--- src/rtl/kp_pkg.sv ---
// Package: shared types for the keypad scanner.
// Assumes nothing beyond being compiled first.
package kp_pkg;
    typedef enum logic {
        SCN_IDLE   = 1'b0,
        SCN_ACTIVE = 1'b1
    } scan_state_t;
endpackage

--- src/rtl/kp_col_sync.sv ---
// Two-flop synchronizer for the column sense lines.
// Assumes the column inputs are asynchronous to clk and quasi-static.
module kp_col_sync #(
    parameter int WIDTH = 8
) (
    input  logic             clk,
    input  logic             rst_n,
    input  logic [WIDTH-1:0] d_in,
    output logic [WIDTH-1:0] q_out
);
    logic [WIDTH-1:0] meta_q;
    logic [WIDTH-1:0] sync_q;

    // Two-stage capture of the raw column lines.
    always_ff @(posedge clk) begin
        if (!rst_n) begin
            meta_q <= '0;
            sync_q <= '0;
        end else begin
            meta_q <= d_in;
            sync_q <= meta_q;
        end
    end

    assign q_out = sync_q;
endmodule

--- src/rtl/kp_row_scanner.sv ---
// Row drive sequencer: it idles with every row high and waits for column
// activity. It then walks a single high row across the matrix, holding
// each row for settle+1 clocks, and builds one full scan word per pass.
// Assumes settle >= 2 so the synchronized columns reflect the driven row.
module kp_row_scanner
    import kp_pkg::*;
#(
    parameter int ROWS     = 8,
    parameter int COLS     = 8,
    parameter int SETTLE_W = 8
) (
    input  logic                 clk,
    input  logic                 rst_n,
    input  logic [COLS-1:0]      col_s,
    input  logic [SETTLE_W-1:0]  settle,
    input  logic                 go_idle,
    output logic [ROWS-1:0]      row_out,
    output logic [ROWS*COLS-1:0] scan_word,
    output logic                 scan_done,
    output logic                 active
);
    localparam int ROW_W = (ROWS > 1) ? $clog2(ROWS) : 1;
    localparam int KEYS  = ROWS * COLS;
    localparam logic [ROW_W-1:0] LAST_ROW = ROW_W'(ROWS - 1);

    scan_state_t         state_q;
    logic [ROW_W-1:0]    row_q;
    logic [SETTLE_W-1:0] hold_q;
    logic [KEYS-1:0]     buf_q;
    logic                sample;

    assign sample    = (state_q == SCN_ACTIVE) && (hold_q == settle);
    assign scan_done = sample && (row_q == LAST_ROW);
    assign active    = (state_q == SCN_ACTIVE);

    // Drive a single row while scanning, all rows while idle.
    always_comb begin
        if (state_q == SCN_ACTIVE) begin
            row_out        = '0;
            row_out[row_q] = 1'b1;
        end else begin
            row_out = '1;
        end
    end

    // The full scan word uses the stored rows plus the live last row.
    for (genvar r = 0; r < ROWS; r++) begin : g_word
        if (r == ROWS - 1) begin : g_live
            assign scan_word[r*COLS +: COLS] = col_s;
        end else begin : g_held
            assign scan_word[r*COLS +: COLS] = buf_q[r*COLS +: COLS];
        end
    end

    // Sequencer state, row index and per-row hold counter.
    always_ff @(posedge clk) begin
        if (!rst_n) begin
            state_q <= SCN_IDLE;
            row_q   <= '0;
            hold_q  <= '0;
        end else if (state_q == SCN_IDLE) begin
            row_q  <= '0;
            hold_q <= '0;
            if (|col_s) state_q <= SCN_ACTIVE;
        end else if (sample) begin
            hold_q <= '0;
            if (row_q == LAST_ROW) begin
                row_q <= '0;
                if (go_idle) state_q <= SCN_IDLE;
            end else begin
                row_q <= row_q + 1'b1;
            end
        end else begin
            hold_q <= hold_q + 1'b1;
        end
    end

    // Capture the sampled columns of the current row.
    always_ff @(posedge clk) begin
        if (!rst_n) begin
            buf_q <= '0;
        end else if (sample) begin
            buf_q[row_q*COLS +: COLS] <= col_s;
        end
    end
endmodule

--- src/rtl/kp_debounce.sv ---
// Debounce and reporting: it accepts a scan word once the required number
// of consecutive complete scans agree on it. It updates the key state,
// raises the sticky interrupt, and requests idle on a stable empty matrix.
// Assumes scan_done is a one-cycle strobe with scan_word valid alongside.
module kp_debounce #(
    parameter int KEYS  = 64,
    parameter int DEB_W = 4
) (
    input  logic             clk,
    input  logic             rst_n,
    input  logic             scan_done,
    input  logic [KEYS-1:0]  scan_word,
    input  logic [DEB_W-1:0] need_scans,
    input  logic             irq_clear,
    output logic [KEYS-1:0]  key_state,
    output logic             irq,
    output logic             go_idle
);
    localparam logic [DEB_W-1:0] CNT_MAX = '1;

    logic [KEYS-1:0]  cand_q;
    logic [KEYS-1:0]  state_q;
    logic [DEB_W-1:0] match_q;
    logic [DEB_W-1:0] match_nx;
    logic [DEB_W-1:0] need_eff;
    logic             stable;
    logic             commit;
    logic             irq_q;

    // Agreement count for this scan and the commit decision.
    always_comb begin
        need_eff = (need_scans == '0) ? DEB_W'(1) : need_scans;
        if (scan_word == cand_q)
            match_nx = (match_q == CNT_MAX) ? match_q : match_q + 1'b1;
        else
            match_nx = DEB_W'(1);
        stable  = (match_nx >= need_eff);
        commit  = scan_done && stable && (scan_word != state_q);
        go_idle = scan_done && stable && (scan_word == '0);
    end

    // Candidate tracking and stored key state.
    always_ff @(posedge clk) begin
        if (!rst_n) begin
            cand_q  <= '0;
            match_q <= '0;
            state_q <= '0;
        end else if (scan_done) begin
            cand_q  <= scan_word;
            match_q <= match_nx;
            if (commit) state_q <= scan_word;
        end
    end

    // Sticky interrupt; a new update takes priority over a clear.
    always_ff @(posedge clk) begin
        if (!rst_n)         irq_q <= 1'b0;
        else if (commit)    irq_q <= 1'b1;
        else if (irq_clear) irq_q <= 1'b0;
    end

    assign key_state = state_q;
    assign irq       = irq_q;
endmodule

--- src/rtl/keypad_scanner.sv ---
// Keypad scanner top: column synchronizer, row sequencer and debounce.
// Assumes settle_cycles >= 2 and quasi-static configuration inputs.
module keypad_scanner #(
    parameter int ROWS     = 8,
    parameter int COLS     = 8,
    parameter int SETTLE_W = 8,
    parameter int DEB_W    = 4
) (
    input  logic                 clk,
    input  logic                 rst_n,
    input  logic [COLS-1:0]      col_in,
    input  logic [SETTLE_W-1:0]  settle_cycles,
    input  logic [DEB_W-1:0]     debounce_scans,
    input  logic                 irq_clear,
    output logic [ROWS-1:0]      row_out,
    output logic [ROWS*COLS-1:0] key_state,
    output logic                 irq,
    output logic                 wake
);
    localparam int KEYS = ROWS * COLS;

    logic [COLS-1:0] col_s;
    logic [KEYS-1:0] scan_word;
    logic            scan_done;
    logic            go_idle;

    kp_col_sync #(.WIDTH(COLS)) u_sync (
        .clk   (clk),
        .rst_n (rst_n),
        .d_in  (col_in),
        .q_out (col_s)
    );

    kp_row_scanner #(.ROWS(ROWS), .COLS(COLS), .SETTLE_W(SETTLE_W)) u_scan (
        .clk       (clk),
        .rst_n     (rst_n),
        .col_s     (col_s),
        .settle    (settle_cycles),
        .go_idle   (go_idle),
        .row_out   (row_out),
        .scan_word (scan_word),
        .scan_done (scan_done),
        .active    (wake)
    );

    kp_debounce #(.KEYS(KEYS), .DEB_W(DEB_W)) u_deb (
        .clk        (clk),
        .rst_n      (rst_n),
        .scan_done  (scan_done),
        .scan_word  (scan_word),
        .need_scans (debounce_scans),
        .irq_clear  (irq_clear),
        .key_state  (key_state),
        .irq        (irq),
        .go_idle    (go_idle)
    );
endmodule

--- config.mk ---
export PLATFORM = sky130hd
export DESIGN_NAME = keypad_scanner
export DESIGN_NICKNAME = d
export VERILOG_FILES = /design/src/rtl/kp_pkg.sv /design/src/rtl/kp_col_sync.sv /design/src/rtl/kp_row_scanner.sv /design/src/rtl/kp_debounce.sv /design/src/rtl/keypad_scanner.sv
export SDC_FILE = /design/constraint.sdc
export NUM_CORES = 1
export LEC_CHECK = 0
export CELL_PAD_IN_SITES_DETAIL_PLACEMENT = 0
export CELL_PAD_IN_SITES_GLOBAL_PLACEMENT = 1
export CORE_ASPECT_RATIO = 0.8
export CORE_UTILIZATION = 40
export DETAILED_ROUTE_END_ITERATION = 8
export DONT_BUFFER_PORTS = 1
export GPL_ROUTABILITY_DRIVEN = 0
export GPL_TIMING_DRIVEN = 0
export PLACE_DENSITY = 0.73
export REMOVE_ABC_BUFFERS = 1
export SYNTH_ARGS = -nofsm -noshare
export SYNTH_HDL_FRONTEND = slang
export SYNTH_SLANG_ARGS = --single-unit
--- constraint.sdc ---
create_clock -name clk -period 3.25 [get_ports clk]
set_clock_uncertainty 0.15 [all_clocks]
set_input_delay 0.4875 -clock clk [delete_from_list [all_inputs] [get_ports clk]]
set_output_delay 0.4875 -clock clk [all_outputs]
set_load 0.01 [all_outputs]
-- Yosys cells after proc, flatten, opt, wreduce, memory -nomap -nowiden
Index checks and enable logic that the tools add are counted.
- output and inout port bits: 74
- input port bits: 23
- logic and storage cells: 54
- register bits after elaboration: 225
- eq/ne operators: 5
- reductions and logical operators: 13
- order comparisons: 3
- multiplexer cells: 15
- add/sub/neg operators: 4
- bitwise gates (word level): 2
- shift operators: 2
- operators by type and width (operator ; count):
    $bwmux W64 ; 1
    $eq A64 B64 Y1 ; 1
    $logic_not A64 Y1 ; 1
    $ne A64 B64 Y1 ; 1
    $shift A8 B34 Y64 const A ; 1
    $shiftx A8 B34 Y64 ; 1
    $neg A6 Y34 ; 1
    $mux W4 ; 3
    $add A8 B1 Y8 const B ; 1
    $eq A8 B8 Y1 ; 1
    $mux W1 ; 8
    $mux W8 ; 1
    $reduce_or A8 Y1 ; 1
    $logic_and A1 B1 Y1 ; 6
    $add A4 B1 Y4 const B ; 1
    $eq A4 B4 Y1 const B ; 1
    $ge A4 B4 Y1 ; 1
    $logic_not A4 Y1 ; 1
    $lt A3 B4 Y1 const B ; 1
    $reduce_and A2 Y1 ; 2
    $add A3 B1 Y3 const B ; 1
    $demux W1 S3 ; 1
    $eq A3 B3 Y1 const B ; 1
    $ge A3 B1 Y1 const B ; 1
    other kinds (4) ; 5

-- Depth between registers and ports, before layout
Gate-level depths: netlist of the first run.
- depth after elaboration: 10
- gate-level depth with buffers: 15
- gate-level depth less buffers: 12

-- Hierarchy
A second synthesis of the first run with hierarchy kept.
- cells, all modules: 1088
- area, all modules: 10397.5 sq um
- by module, submodules not included (module ; area an instance (sq um) ; instances ; seq. area each (sq um) ; cells an instance):
    kp_debounce ; 6816.5 ; 1 ; 2662.6 ; 725
    kp_row_scanner ; 3134.3 ; 1 ; 1361.3 ; 330
    kp_col_sync ; 446.7 ; 1 ; 320.3 ; 33

-- Least setup slack after synthesis of the first run
OpenSTA, ideal clock, no wires.
- path type: register to register
- start point: register u_sync.sync_q[4], in the netlist u_sync.q_out[4]
- end point: register u_deb.irq_q, in the netlist u_deb.irq
- path slack: 0.082 ns
- cell stages (with the launch flop): 16
- library setup time: 0.115 ns
- data required time: 2.985 ns
- arrival: 2.903 ns
- path buffers: 3
- cell sequence: dfxtp_1 > clkbuf_1 > xnor2_1 > nand4_1 > nor4_1 > nand4_1 > a21oi_1 > ha_1 > nand2b_1 > a21o_1 > a21o_1 > a21oi_1 > nor3_2 > buf_6 > buf_6 > o21a_1
- word-level cells in the longest chain between the ends: 6
- RTL lines (item ; line ; source):
    start: declaration ; kp_col_sync.sv:12 ; logic [WIDTH-1:0] sync_q;
    start signal: assignment ; kp_col_sync.sv:21 ; sync_q <= meta_q;
    $eq A64 B64 Y1 ; kp_debounce.sv:33 ; if (scan_word == cand_q)
    $mux W4 ; kp_debounce.sv:33 ;
    $ge A4 B4 Y1 ; kp_debounce.sv:37 ; stable = (match_nx >= need_eff);
    $logic_and A1 B1 Y1 ; kp_debounce.sv:38 ; commit = scan_done && stable && (scan_word != state_q);
    $logic_and A1 B1 Y1 (*) ; kp_debounce.sv:38 ;
    $mux W1 / $reduce_bool A2 Y1 (equally long branches) ; n/a ;
    end signal: assignment ; kp_debounce.sv:57 ; if (!rst_n) irq_q <= 1'b0;
    end signal: assignment ; kp_debounce.sv:58 ; else if (commit) irq_q <= 1'b1;
    end signal: assignment ; kp_debounce.sv:59 ; else if (irq_clear) irq_q <= 1'b0;
    end: declaration ; kp_debounce.sv:28 ; logic irq_q;
Every way passes the cells marked *; elsewhere a longest branch is shown, timed or not.
A chain may end at the register's enable or synchronous reset.

-- Final worst setup path of the first run
- start point: register u_sync.sync_q[5], in the netlist u_sync.q_out[5]
- end point: register u_deb.state_q[14], in the netlist u_deb.key_state[14]
- word-level cells in the longest chain between the ends: 6
- RTL lines (item ; line ; source):
    $eq A64 B64 Y1 ; kp_debounce.sv:33 ;
    $mux W4 ; kp_debounce.sv:33 ;
    net u_deb.match_nx[1] ; kp_debounce.sv:24 ; logic [DEB_W-1:0] match_nx;
    $ge A4 B4 Y1 ; kp_debounce.sv:37 ;
    $logic_and A1 B1 Y1 (2 in a row) ; kp_debounce.sv:38 ;
    $reduce_and A2 Y1 (no line) ; n/a ;
    end signal: assignment ; kp_debounce.sv:51 ; if (commit) state_q <= scan_word;
    end: declaration ; kp_debounce.sv:22 ; logic [KEYS-1:0] state_q;
The timed path passes the listed nets, and every way through them passes these cells.

==> metrics.md, run 1 <==
| Metric | Value |
|---|---|
| Chip height | `145 µm` |
| Synthesized area per cell | `8.49 µm²` |
| Final nets | `1,217` |
| Most frequent cells in the layout | `nand2_1, dfxtp_1, mux2i_1` |
| Root Driver | `clkbuf_16` |
| WS Path Type | `reg2reg` |
| Sequential share of the synthesized area | `42.8%` |
| Hold path cells | `2` |
| Worst setup margin | `-0.226 ns` |
| Cell Area, Synth | `0.0102 mm²` |
| Setup Total Neg Slack | `-10.27 ns` |
| Finished Cell Area | `0.0123 mm²` |
| Tightest Pin Transition | `1.14 ns` |
| Synth Area in Adders | `1.60%` |
| Final setup fails | `66` |
| CTS tree | `done` |
| Largest family of logic cells by synthesized area | `simple AND/OR/NAND/NOR gates` |
| Final ANT Viol Nets | `0` |
| Overflow after GRT | `0` |
| Yosys reg bits | `217` |
| Yosys Warn Count | `0` |
| Synth Area in XOR/XNOR | `12.2%` |
| First DRT Iteration DRCs | `529` |
| Crit path time final | `3.48 ns` |
| Core footprint | `0.0246 mm²` |
| First-pass GRT wire length | `46,600 µm` |
| Reg clk slew, reported paths | `0.06 ns` |
| Antenna violations before repair | `0` |
| PD cells | `464 mW/mm²` |
| Post-Place Cell Area | `0.0103 mm²` |
| Cells taking the most area after synthesis | `dfxtp_1, mux2i_1, nand2_1` |
| Routed WL per cell | `20.8 µm` |
| Asr flop ratio synth | `0%` |
| Syn-to-layout area delta | `21.1%` |
| Clock Path Buffers | `3` |
| CTS Buf Count | `23` |
| Post-synth top area cell | `dfxtp_1` |
| Synth Area in Compound Gates | `6.03%` |
| Number of global-route vias before repair | `7,570` |
| Die ar. | `0.0260 mm²` |
| Drt pass-1 iters | `5` |
| Reg area | `0.00451 mm²` |
| IO Pins | `97` |
| Hold Violations, Final | `0` |
| Hold slack | `0.0377 ns` |
| Slew HR | `23.7%` |
| Commonest non-fill, non-tap cell in the layout | `nand2_1` |
| # hold bufs at CTS | `23` |
| Layout cells sized above 1 | `17.2%` |
| Finished Layout Cells | `1,513` |
| Critical Path Start Type | `register` |
| Crit Path Max Fanout | `12` |
| Vias/cell | `5.50` |
| Cell count after synthesis | `1,197` |
| WL final | `31,400 µm` |
| Simple-gate share of the synthesized area | `22.3%` |
| Clock sinks | `217` |
| Max-cap viol count | `0` |
| Place WS | `-1.57 ns` |
| DR vias | `8,318` |
| Number of synthesized flops with an enable pin | `0` |
| Failing checks | `setup timing` |
| Antenna fix cells | `0` |
| Hold WC Path Type | `in2reg` |
| Htree depth | `1` |
| CP Data Required Time | `3.50 ns` |
| Netlist cell types | `42` |
| RSZ-0062 raised after global routing | `yes` |
| Total chip power | `5.71 mW` |
| Final period util | `107%` |
| Die width | `180 µm` |
| Crit end category | `register` |
| Mux contribution to synthesized area | `9.75%` |
| IO buf count | `0` |
| Fmax | `288 MHz` |
| Site Rows | `51` |
| Leak | `4.66 nW` |
| Yosys top cell area share | `42.8%` |
| Residual DRC | `0` |
| R2R cell count | `15` |
| Dominant synthesized flop cell | `dfxtp_1` |
| Fin util | `50.0%` |
| Peak VDD IR | `392 µV` |
| Largest net degree at the start of global routing | `99` |
| Post-DP HPWL | `18,900 µm` |
| Status | `finished with violations` |
| Final number of max-transition violations | `0` |
| Critical Path AT | `3.73 ns` |
| Clk Latency, worst-skew pair | `0.53 ns` |
| GRT Overall Usage | `23.5%` |
| Multi-input gate area | `0.00559 mm²` |
| Starting Density | `41.2%` |
| FILL cells | `2,323` |
| Post-placement cell count | `1,405` |
flip-flops by register name, summed over array words and instances (netlist names):
register         flops
u_deb.irq            1
u_deb.cand_q        64
u_scan.buf_q        56
u_sync.meta_q        8
u_deb.key_state     64
u_deb.match_q        4
u_scan.active        1
u_sync.q_out         8
u_scan.row_q         3
u_scan.hold_q        8
layout make-up:
class	count	share of cell area, %
multi-input cells	852	45.5
flip-flops and latches	217	36.7
repair buffers	77	7.69
clock buffers	34	5.58
well taps	318	3.23
clock inverters	5	1.05
inverters	10	0.325
synthesized netlist by cell type, drive strengths merged (3+ instances only):
library cell	number
ha	13
nor3	7
nand4	30
xnor2	73
dfxtp	217
a31o	3
or2	3
clkbuf	102
and3	7
a31oi	4
mux2i	99
a21oi	76
nand3	93
xor2	69
o21ai	17
and2	30
nand2	212
buf	18
o31ai	5
nor4	35
nor2	55
inv	10
worst max-delay path: stages, from the launching register on:
cell and delay, ns:
dfxtp_4 0.36, xnor2_2 0.14, nand4_1 0.23, nor4_4 0.39, nand4_1 0.26, buf_4 0.24
nor2_4 0.12, ha_4 0.20, a21o_1 0.18, a21o_1 0.21, a21oi_4 0.23, nor3_4 0.07
buf_8 0.15, buf_16 0.13, buf_12 0.15, mux2i_2 0.14
cell families after synthesis:
group           Yosys count
buf+inv                 130
compound gates          112
simple gates            484
mux                      99
fa+ha+maj                13
xor+xnor                142
flops                   217
routing by layer:
layer  vias up  wire length (µm)  GRT usage [%]
met5         -                 0              0
met4         0               909           7.78
met3        55              2530           5.49
met2       276             13200           34.5
met1      3992             14800           33.6
li1       3995                 -              -
worst paths after layout:
| check | from | endpoint | slack, ns |
|---|---|---|---|
| max | u_sync.q_out[5] | u_deb.key_state[14] | -0.23 |
| min | rst_n | u_deb.key_state[48] | 0.04 |
| max reg2reg | u_sync.q_out[5] | u_deb.key_state[14] | -0.23 |
| min reg2reg | u_sync.meta_q[5] | u_sync.q_out[5] | 0.28 |
where the power goes:
group          switching (mW)  internal (mW)
Combinational           0.106         0.0729
Sequential             0.0202           2.65
Clock                    1.10           1.77
repair_timing:
| item | in CTS | in global routing |
|---|---|---|
| gates cloned | 4 | 1 |
| resized for setup | 81 | 78 |
| setup buffers | 23 | 19 |
| endpoints found under the setup margin | 134 | 74 |
| endpoints found under the hold margin | 50 | 1 |
| pin swaps | 15 | 25 |
No activity file was read; power rests on OpenSTA's default activity.
==> inputs of run 2 (changes only) <==
- CELL_PAD_IN_SITES_DETAIL_PLACEMENT: 0 -> 1
- CELL_PAD_IN_SITES_GLOBAL_PLACEMENT: 1 -> 2
- CORE_UTILIZATION: 40 -> 35
- PLACE_DENSITY: 0.73 -> 0.78
==> run 2 against run 1 <==
Effect of this change:
- critical path type unchanged
- count of clock-buffer cells in the layout up 4
- highest routed layer is now met5
- largest cell class unchanged
- power is 1.6% lower
- critical endpoint is now u_deb.key_state[46]
- worst hold slack got worse by 0.0056 ns
- the run ends with DRC, setup timing left
- global-route usage down 0.32 points
- sequential cell count is the same
==> metrics.md, run 2 (synthesized netlist as in run 1, its figures left out) <==
| Metric | Value |
|---|---|
| Flop pwr share | `47.8% (+1.1 points)` |
| CTS tree | `done` |
| Htree depth | `1 (unchanged)` |
| Syn-to-layout area delta | `18.3%` |
| Number of global-route vias before repair | `8,305 (+9.7%)` |
| Crit path time final | `3.52 ns (+0.0410 ns)` |
| Chip height | `154 µm (+6.8%)` |
| Sum of buffers and inverters on the critical path | `4 (unchanged)` |
| Logic pwr share | `3.0% (about the same)` |
| Switching power | `1.27 mW (+4.2%)` |
| Final period util | `108% (+1.3 points)` |
| Site Rows | `55 (+7.8%)` |
| Final nets | `1,197 (-1.6%)` |
| Post-placement cell count | `1,456 (+3.6%)` |
| RSZ-0062 raised after global routing | `yes` |
| Clock Path Buffers | `3 (unchanged)` |
| Antenna violations before repair | `1 (+1)` |
| Most frequent cells in the layout | `nand2_1, dfxtp_1, mux2i_1` |
| CP Data Required Time | `3.50 ns (about the same)` |
| Critical path's top delay family | `simple AND/OR/NAND/NOR gates` |
| Clock group share of total power | `49.2% (-1.0 points)` |
| Routed WL per cell | `22.4 µm (+7.8%)` |
| WL final | `34,600 µm (+10%)` |
| Die width | `192 µm (+6.8%)` |
| Crit Path Max Fanout | `8 (-4)` |
| DR vias | `8,394 (+0.91%)` |
| Hold slack | `0.0321 ns (-0.00560 ns)` |
| Drt pass-1 iters | `7 (+2)` |
| Post-DP HPWL | `21,400 µm (+13%)` |
| Layout cells sized above 1 | `13.0% (-4.3 points)` |
| Die ar. | `0.0297 mm² (+14%)` |
| Tightest Pin Transition | `1.24 ns (+0.0992 ns)` |
| Largest net degree at the start of global routing | `85 (-14%)` |
| Core footprint | `0.0284 mm² (+15%)` |
| Commonest non-fill, non-tap cell in the layout | `nand2_1` |
| Switching Fraction | `22.6% (+1.3 points)` |
| Max-cap viol count | `0 (unchanged)` |
| CP max stage delay | `0.44 ns (+0.05 ns)` |
| Final setup fails | `65 (-1.5%)` |
| Place WS | `-1.60 ns (-0.0303 ns)` |
| Peak VDD IR | `375 µV (-4.2%)` |
| GRT Overall Usage | `23.2% (-0.32 points)` |
| Residual DRC | `14 (+14)` |
| First DRT Iteration DRCs | `534 (+0.95%)` |
| Fmax | `284 MHz (-1.2%)` |
| Crit end category | `register` |
| Final ANT Viol Nets | `0 (unchanged)` |
| Worst path slowest cell | `nor4_4` |
| FILL cells | `3,262 (+40%)` |
| Critical Path AT | `3.77 ns (+0.04 ns)` |
| WS Path Type | `reg2reg` |
| Hold WC Path Type | `in2reg` |
| Clock sinks | `217 (unchanged)` |
| Slew HR | `17.0% (-6.6 points)` |
| Status | `finished with violations` |
| Finished Layout Cells | `1,548 (+2.3%)` |
| Clk Latency, worst-skew pair | `0.53 ns (about the same)` |
| Root Driver | `clkbuf_16` |
| Fin util | `42.3% (-7.6 points)` |
| Final number of max-transition violations | `0 (unchanged)` |
| R2R cell count | `15 (unchanged)` |
| Vias/cell | `5.42 (-1.4%)` |
| CTS Buf Count | `24 (+4.3%)` |
| IO buf count | `0 (unchanged)` |
| Total stage count of the critical path | `15 (unchanged)` |
| Worst setup margin | `-0.267 ns (-0.0410 ns)` |
| First-pass GRT wire length | `51,900 µm (+11%)` |
| Antenna fix cells | `0 (unchanged)` |
| Reg clk slew, reported paths | `0.06 ns (about the same)` |
| Critical Path Start Type | `register` |
| P_int | `4.35 mW (-3.2%)` |
| Hold path cells | `2 (unchanged)` |
| Overflow after GRT | `0 (unchanged)` |
| IO Pins | `97 (unchanged)` |
| Failing checks | `DRC, setup timing` |
| Starting Density | `35.7% (-5.5 points)` |
| Critical-path cell list | `xnor2_2 -> nand4_1 -> nor4_4 -> nand4_1 -> buf_6 -> nor2_4 -> ha_1 -> a21o_1 -> a21o_1 -> a21oi_4 -> nor3_4 -> clkbuf_16 -> buf_16 -> clkbuf_16 -> mux2i_1` |
| Leak | `4.55 nW (-2.3%)` |
| PD cells | `467 mW/mm² (+0.67%)` |
| Hold Violations, Final | `0 (unchanged)` |
| Total chip power | `5.62 mW (-1.6%)` |
==> run 2: changes by cell type in the layout (fill, tap and decap cells not counted), moves of 4 or more <==
| cell | change |
|---|---|
| xnor2_2 | -13 |
| buf_4 | -15 |
| dfxtp_1 | +24 |
| dfxtp_2 | -7 |
| dlygate4sd3_1 | -8 |
| clkbuf_16 | +6 |
| clkinv_2 | +4 |
| dfxtp_4 | -17 |
| xnor2_1 | +13 |
==> run 2: power by group through the flow <==
stage               clock [mW]  combinational, mW  sequential (mW)
floorplan                    0             0.0698             2.74
global placement             0             0.0963             2.76
detailed placement           0              0.104             2.76
CTS                       2.81              0.167             2.69
global route              2.92              0.184             2.68
finish                    2.76              0.171             2.69
==> run 2: routing by layer <==
layer | GRT usage [%] | routed length, µm | vias to the layer above
met2 | 35.5 | 15200 | 205
li1 | - | - | 3956
met3 | 4.42 | 2190 | 51
met1 | 32.9 | 16300 | 4180
met5 | 0 | 31 | -
met4 | 6.34 | 922 | 2
==> run 2: area by class of cell <==
type                       instances  area [µm²]  area share (%)
clock inverter                     5        50.0           0.416
tap                              370         463            3.85
clock buffer                      38         734            6.11
inverter                          10        40.0           0.333
multi-input combinational        852        5480            45.6
timing repair buffer              56         820            6.82
sequential                       217        4440            36.9
==> run 2: stage by stage <==
step	area, µm²	TNS [ns]
2_1_floorplan	9660	-418.16
3_3_place_gp	10100	-984.45
3_5_place_dp	10400	-110.14
4_1_cts	11800	-9.22
5_1_grt	12000	-22.63
6_report	12000	-15.03
==> run 2: worst register-to-register path: stages (launching register included) <==
cell and delay [ns]:
dfxtp_2 0.40, xnor2_2 0.13, nand4_1 0.20, nor4_4 0.44, nand4_1 0.27, buf_6 0.21
nor2_4 0.09, ha_1 0.23, a21o_1 0.19, a21o_1 0.20, a21oi_4 0.22, nor3_4 0.07
clkbuf_16 0.18, buf_16 0.15, clkbuf_16 0.17, mux2i_1 0.11
==> run 2: final timing paths <==
kind / startpoint / to / slack (ns)
worst max register to register: u_scan.buf_q[49] / u_deb.key_state[46] / -0.27
worst min register to register: u_sync.meta_q[5] / u_sync.q_out[5] / 0.28
worst max-delay path: u_scan.buf_q[49] / u_deb.key_state[46] / -0.27
worst min-delay path: rst_n / u_scan.row_q[0] / 0.03
==> run 2: what timing repair did <==
item / 4_1_cts / 5_1_grt
buffers inserted: 17 / 10
gates resized for setup: 63 / 31
hold buffers: 16 / 0
cloned: 3 / 3
pin swaps: 13 / 12
hold endpoints to repair: 49 / 0
setup endpoints to repair: 152 / 76
